===== src/rtl/ticker_pkg.sv =====
package ticker_pkg;
  // Strobes and levels passed from control to datapath
  typedef struct packed {
    logic holdDiv;  // keep dividers at zero (stopped)
    logic fastSel;  // synchronised fast-rate select
  } tickCtrl_t;
endpackage


===== src/rtl/ticker_ctrl.sv =====
module ticker_ctrl
  import ticker_pkg::*;
(
  input  logic      clk,
  input  logic      rst,
  input  logic      startStopBtn,
  input  logic      fastBtn,
  output tickCtrl_t ctrl,
  output logic      runLed
);
  logic [1:0] ssSync;
  logic       ssPrev;
  logic [1:0] fastSync;
  logic       runQ;
  logic       press;

  assign press = ssSync[1] & ~ssPrev;

  always_ff @(posedge clk) begin
    if (rst) begin
      ssSync   <= '0;
      ssPrev   <= 1'b0;
      fastSync <= '0;
      runQ     <= 1'b0;
    end else begin
      ssSync   <= {ssSync[0], startStopBtn};
      ssPrev   <= ssSync[1];
      fastSync <= {fastSync[0], fastBtn};
      if (press) runQ <= ~runQ;
    end
  end

  always_comb begin
    ctrl.holdDiv = ~runQ;
    ctrl.fastSel = fastSync[1];
  end
  assign runLed = runQ;

  AST_PRESS_TOGGLES: assert property (@(posedge clk) disable iff (rst)
    press |=> (runQ != $past(runQ)));
  AST_NO_PRESS_HOLDS: assert property (@(posedge clk) disable iff (rst)
    !press |=> $stable(runQ));
endmodule


===== src/rtl/ticker_datapath.sv =====
module ticker_datapath
  import ticker_pkg::*;
#(
  parameter int BASE_DIV   = 5_000_000,
  parameter int SLOW_RATIO = 10
) (
  input  logic      clk,
  input  logic      rst,
  input  tickCtrl_t ctrl,
  output logic      tickEn,
  output logic      blinkLed
);
  localparam int PRE_W = (BASE_DIV > 1) ? $clog2(BASE_DIV) : 1;
  localparam logic [PRE_W-1:0] PRE_LAST = PRE_W'(BASE_DIV - 1);

  logic [PRE_W-1:0] preCnt;
  logic             baseHit;
  logic             slowHit;
  logic             blinkQ;

  assign baseHit = ~ctrl.holdDiv & (preCnt == PRE_LAST);

  always_ff @(posedge clk) begin
    if (rst || ctrl.holdDiv) preCnt <= '0;
    else if (preCnt == PRE_LAST) preCnt <= '0;
    else preCnt <= preCnt + 1'b1;
  end

  generate
    if (SLOW_RATIO > 1) begin : g_decade
      localparam int DEC_W = $clog2(SLOW_RATIO);
      localparam logic [DEC_W-1:0] DEC_LAST = DEC_W'(SLOW_RATIO - 1);
      logic [DEC_W-1:0] decCnt;

      always_ff @(posedge clk) begin
        if (rst || ctrl.holdDiv) decCnt <= '0;
        else if (baseHit) decCnt <= (decCnt == DEC_LAST) ? '0 : decCnt + 1'b1;
      end
      assign slowHit = baseHit & (decCnt == DEC_LAST);

      AST_DEC_CLEAR_ON_START: assert property (@(posedge clk) disable iff (rst)
        $fell(ctrl.holdDiv) |-> (decCnt == '0));
    end else begin : g_nodecade
      assign slowHit = baseHit;
    end
  endgenerate

  assign tickEn = ctrl.fastSel ? baseHit : slowHit;

  always_ff @(posedge clk) begin
    if (rst) blinkQ <= 1'b0;
    else if (tickEn) blinkQ <= ~blinkQ;
  end
  assign blinkLed = blinkQ;

  AST_PRE_CLEAR_ON_START: assert property (@(posedge clk) disable iff (rst)
    $fell(ctrl.holdDiv) |-> (preCnt == '0));
  AST_PRE_IN_RANGE: assert property (@(posedge clk) disable iff (rst)
    preCnt <= PRE_LAST);
  AST_TICK_SINGLE: assert property (@(posedge clk) disable iff (rst)
    tickEn |=> !tickEn);
  AST_BLINK_FLIP: assert property (@(posedge clk) disable iff (rst)
    tickEn |=> (blinkQ != $past(blinkQ)));
  AST_BLINK_HOLD: assert property (@(posedge clk) disable iff (rst)
    !tickEn |=> $stable(blinkQ));
endmodule


===== src/rtl/start_stop_ticker.sv =====
module start_stop_ticker
  import ticker_pkg::*;
#(
  parameter int CLK_HZ     = 50_000_000,
  parameter int FAST_HZ    = 10,
  parameter int SLOW_RATIO = 10
) (
  input  logic clk,
  input  logic rst,
  input  logic startStopBtn,
  input  logic fastBtn,
  output logic runLed,
  output logic tickEn,
  output logic blinkLed
);
  localparam int BASE_DIV = CLK_HZ / FAST_HZ;

  tickCtrl_t ctrl;

  ticker_ctrl u_ctrl (
    .clk          (clk),
    .rst          (rst),
    .startStopBtn (startStopBtn),
    .fastBtn      (fastBtn),
    .ctrl         (ctrl),
    .runLed       (runLed)
  );

  ticker_datapath #(
    .BASE_DIV   (BASE_DIV),
    .SLOW_RATIO (SLOW_RATIO)
  ) u_dp (
    .clk      (clk),
    .rst      (rst),
    .ctrl     (ctrl),
    .tickEn   (tickEn),
    .blinkLed (blinkLed)
  );

  AST_STOPPED_SILENT: assert property (@(posedge clk) disable iff (rst)
    !runLed |-> !tickEn);
endmodule


===== config.mk =====
export PLATFORM = sky130hd
export DESIGN_NAME = start_stop_ticker
export DESIGN_NICKNAME = d
export VERILOG_FILES = /design/src/rtl/ticker_pkg.sv /design/src/rtl/ticker_ctrl.sv /design/src/rtl/ticker_datapath.sv /design/src/rtl/start_stop_ticker.sv
export SDC_FILE = /design/constraint.sdc
export NUM_CORES = 1
export LEC_CHECK = 0
export BUFFER_PORTS_ARGS = -buffer_cell sky130_fd_sc_hd__buf_2
export CORE_UTILIZATION = 58
export CTS_CLUSTER_SIZE = 40
export DETAILED_ROUTE_END_ITERATION = 6
export HOLD_SLACK_MARGIN = 0.03
export PLACE_DENSITY = 0.88
export SLEW_MARGIN = 20
export SYNTH_ARGS = -nofsm -noshare
export SYNTH_HDL_FRONTEND = slang
export SYNTH_SLANG_ARGS = --single-unit

===== constraint.sdc =====
create_clock -name clk -period 2.8 [get_ports clk]
set_input_delay 0.28 -clock clk [delete_from_list [all_inputs] [get_ports clk]]
set_output_delay 0.28 -clock clk [all_outputs]
set_load 0.03 [all_outputs]

# [Yosys cells after proc, flatten, opt, wreduce, memory -nomap -nowiden]
# Cells that the tools add are included.
# Widths: inputs -> output; s select.
[totals] regBits=34 output_inout_bits=3 inputBits=4
[op_classes] n_mux=2 n_addsub=2 eq_ne=2 n_reduce_logical=2 bitwise_logic=6
[op_table] op="$add 23x1->23 const B" n=1
[op_table] op="$eq 23x23->1 const B" n=1
[op_table] op="$add 4x1->4 const B" n=1
[op_table] op="$eq 4x4->1 const B" n=1
[op_table] op="$mux 4" n=1
[op_table] op="$and 1x1->1" n=3
[op_table] op="$not 1->1" n=3
[op_table] op="$reduce_or 2->1" n=1
[op_table] op="$logic_or 1x1->1" n=1
[op_table] op="$mux 1" n=1

# [Depth between registers and ports, before layout]
[logic_depth] ltp_word=4 mapped_depth=6 mapped_depth_nobuf=5

# [Hierarchy]
# A second synthesis with hierarchy kept.
[unflattened] hier_cells=169 hier_area_um2=1547.7
[by_module_without_submodules] module="ticker_datapath" n_inst=1 cells_each=152 seq_area_each_um2=560.5 area_each_um2=1333.8
[by_module_without_submodules] module="ticker_ctrl" n_inst=1 cells_each=17 seq_area_each_um2=120.1 area_each_um2=214.0

# [Least setup slack after synthesis]
# No wires, ideal clock.
[synth_path] path_type="reg2out" start="register u_dp.preCnt[0]" end="output port tickEn" t_required_ps=2520 path_slack_ps=861 n_path_buf=1 arrival_time_ps=1659 stages_incl_launch_ff=5 cell_sequence="dfxtp_1 -> ha_1 -> clkbuf_1 -> nand3_1 -> nor3_1"
[synth_via] elab_chain_cells=4
[synth_rtl] item="start, declared" line_no="ticker_datapath.sv:16" text="logic [PRE_W-1:0] preCnt;"
[synth_rtl] item="start signal, assigned" line_no="ticker_datapath.sv:26" text="else preCnt <= preCnt + 1'b1;"
[synth_rtl] item="$eq 23x23->1 *" line_no="ticker_datapath.sv:21" text="assign baseHit = ~ctrl.holdDiv & (preCnt == PRE_LAST);"
[synth_rtl] item="$and 1x1->1 *" line_no="ticker_datapath.sv:21"
[synth_rtl] item="$and 1x1->1" line_no="ticker_datapath.sv:39" text="assign slowHit = baseHit & (decCnt == DEC_LAST);"
[synth_rtl] item="$mux 1 *" line_no="ticker_datapath.sv:48" text="assign tickEn = ctrl.fastSel ? baseHit : slowHit;"
[synth_rtl] item="end, declared" line_no="start_stop_ticker.sv:13" text="output logic tickEn,"
# Mark *: on every way between the ends. The rest lies on a longest branch, timed or not.

# [Worst setup path after layout]
[layout_path] start="register u_dp.preCnt[6]" end="output port tickEn"
# The elaborated chain is that of the path after synthesis.

==> flow_summary.json <==
{
  "power.density_mw_per_mm2": 572,
  "syn_to_final_growth_pct": 9.76,
  "grt_setup_unrepaired": "false",
  "viasPerCell": 5.99,
  "grt_usage": 0.246,
  "cts.sinks": 34,
  "ant_nets": 0,
  "die_area_mm2": 0.00289,
  "n_fill_cell": 204,
  "arrival_ns": 1.95,
  "synth_seq_area_share": 0.439,
  "dieWidth_um": 53.7,
  "overflow": 0,
  "synth_top_area_share": 0.439,
  "boundaryPins": 7,
  "synth_edf_count": 0,
  "yosysWarnings": 0,
  "path_cells": "nor4bb_1 -> nand4_1 -> nor3_1 -> buf_2",
  "timing_hold_violations_final": 0,
  "p_leak_nw": 0.524,
  "routedWlPerCell_um": 13.9,
  "cts_setup_buffers": 0,
  "crit_path_start_kind": "register",
  "seq_area_um2": 681,
  "routed-via-count": 1251,
  "synth_commonest_cells": "34 x dfxtp_1, 14 x nor2_1, 13 x a21oi_1, 11 x nand3_1, 10 x o31ai_1",
  "slew-limit-headroom": 0.722,
  "max_stage_delay_ns": 0.40,
  "drt_iter0_markers": 12,
  "cts.clk_slew.worst_paths_ns": 0.10,
  "grt_pass1_wl_mm": 4.84,
  "clk_latency_ns": 0.34,
  "cts_root_buf": "clkbuf_4",
  "synth_cell_types": 37,
  "h-tree-depth": 2,
  "crit_buf_inv": 1,
  "min_period_over_period": 0.795,
  "insertedDiodeCount": 0,
  "ir_drop_uv": 675,
  "synthArstFlopShare": 0,
  "core_mm2": 0.00250,
  "multiInputGateArea_um2": 821,
  "synthCells": 170,
  "synth_most_common_cell": "dfxtp_1",
  "worst_slew_pin_slew_ns": 0.415,
  "status": "complete, no violations",
  "setup_viol": 0,
  "first_pass_iters": 4,
  "total_power_mw": 0.973,
  "setup_tns_ns": 0,
  "fin_hold_ws_ns": 0.139,
  "die_h_um": 53.7,
  "gp_congestion": 0.800,
  "min_period_ns": 2.23,
  "numCtsBuffers": 5,
  "crit_slowest_cell": "nand4_1",
  "drive_above_1_share": 0.140,
  "path_class": "reg -> out",
  "finalClockSkew_ns": 0.00988,
  "dpl.hpwl_mm": 2.00,
  "crit_path_end_kind": "output port",
  "syn_nets": 175,
  "synth.area.top_cells": "dfxtp_1 44%, o31ai_1 4.8%, or4_1 4.4%",
  "post_cts_resize_count": 0,
  "grt_pass1_vias": 1168,
  "drc": 0,
  "cp_top_family": "simple AND/OR/NAND/NOR gates",
  "cts_tree": "yes",
  "nNetsFinal": 183,
  "wl_mm": 2.90,
  "critical_path_peak_fanout": 12,
  "drv_slew": 0,
  "portBuffers": 6,
  "hold_path_class": "in -> reg",
  "synth_flop_cell": "dfxtp_1",
  "r2r_slack_ns": 0.77,
  "clock_path_buffers": 2,
  "hold_buffers": 0,
  "cp.required_ns": 2.52,
  "syn_avg_cell_area_um2": 9.13,
  "grt_max_degree": 24,
  "start_util": 0.621,
  "ys_ff_latch": 34,
  "yosys.area.top_type": "dfxtp_1",
  "netlist_area_mm2": 0.00155,
  "antenna_found_initial": 0,
  "max_freq_mhz": 449,
  "rows": 18,
  "cap_violations": 0
}
[final cells by class]
type	count	area share
Multi-Input combinational cell	126	0.482
Clock inverter	2	0.0353
Clock buffer	6	0.0301
Sequential cell	34	0.400
Tap cell	30	0.0220
Timing Repair Buffer	7	0.0220
Inverter	4	0.00882
[worst register-to-register path, delay by kind of cell, from the launching register on]
family	cells	cell delay, ns
flops	1	0.38
simple gates	3	1.34
compound gates	1	0.22
[final timing paths]
path / startpoint / endpoint / cells past startpoint
setup / recovery: u_dp.preCnt[6] / tickEn / 4
hold / removal: startStopBtn / u_ctrl.ssSync[0] / 2
setup reg to reg: u_dp.preCnt[6] / u_dp.g_decade.decCnt[2] / 4
hold reg to reg: u_ctrl.fastSync[0] / u_ctrl.fastSync[1] / 1
[state kept, by name (all words and copies together) (netlist names)]
register and cells:
u_ctrl.fastSync 2, u_dp.blinkLed 1, u_dp.g_decade.decCnt 4, u_ctrl.runLed 1, u_ctrl.ssPrev 1, u_dp.preCnt 23, u_ctrl.ssSync 2
[layout by cell type, fill, tap and decap left out, drive strengths merged, types with 2 or more instances in the layout]
cell type and instances:
nor3 4, and4 3, or4 11, xor2 6, nand2 6, a21oi 15
nor4bb 2, nand3 11, nor2 14, clkbuf 6, nor2b 8, buf 7
nand4 7, xnor2 6, dfxtp 34, bufinv 2, o21ai 6, and3 3
or3 4, o31ai 10, inv 4
[metrics by stage]
step	worst slack, ns	util	area (um^2)	instances
final	0.574	0.681	1700	209
after global placement	0.982	0.637	1590	201
after global routing	0.310	0.681	1700	209
after detailed placement	0.878	0.637	1590	201
after floorplan	0.861	-	1550	170
after CTS	0.562	0.681	1700	209
[cells by family (layout without fill, tap and decap cells)]
logic type	after synthesis	in the layout	synth area share
simple gates	80	80	0.323
compound gates	33	33	0.130
fa+ha+maj	1	1	0.00806
buf+inv	10	19	0.0323
flops	34	34	0.439
xor+xnor	12	12	0.0677
[layer usage]
metal / track usage / wire [um]
met3: 0.105 / 101
met4: 0.140 / 53
met1: 0.260 / 1330
met5: 0 / 0
met2: 0.407 / 1420
[where the power goes]
group | internal (mW) | switching [mW] | total [mW]
combinational | 0.00664 | 0.00997 | 0.0166
sequential | 0.488 | 0.00225 | 0.490
clock | 0.302 | 0.164 | 0.467
Power figures use the tool's default switching activity.
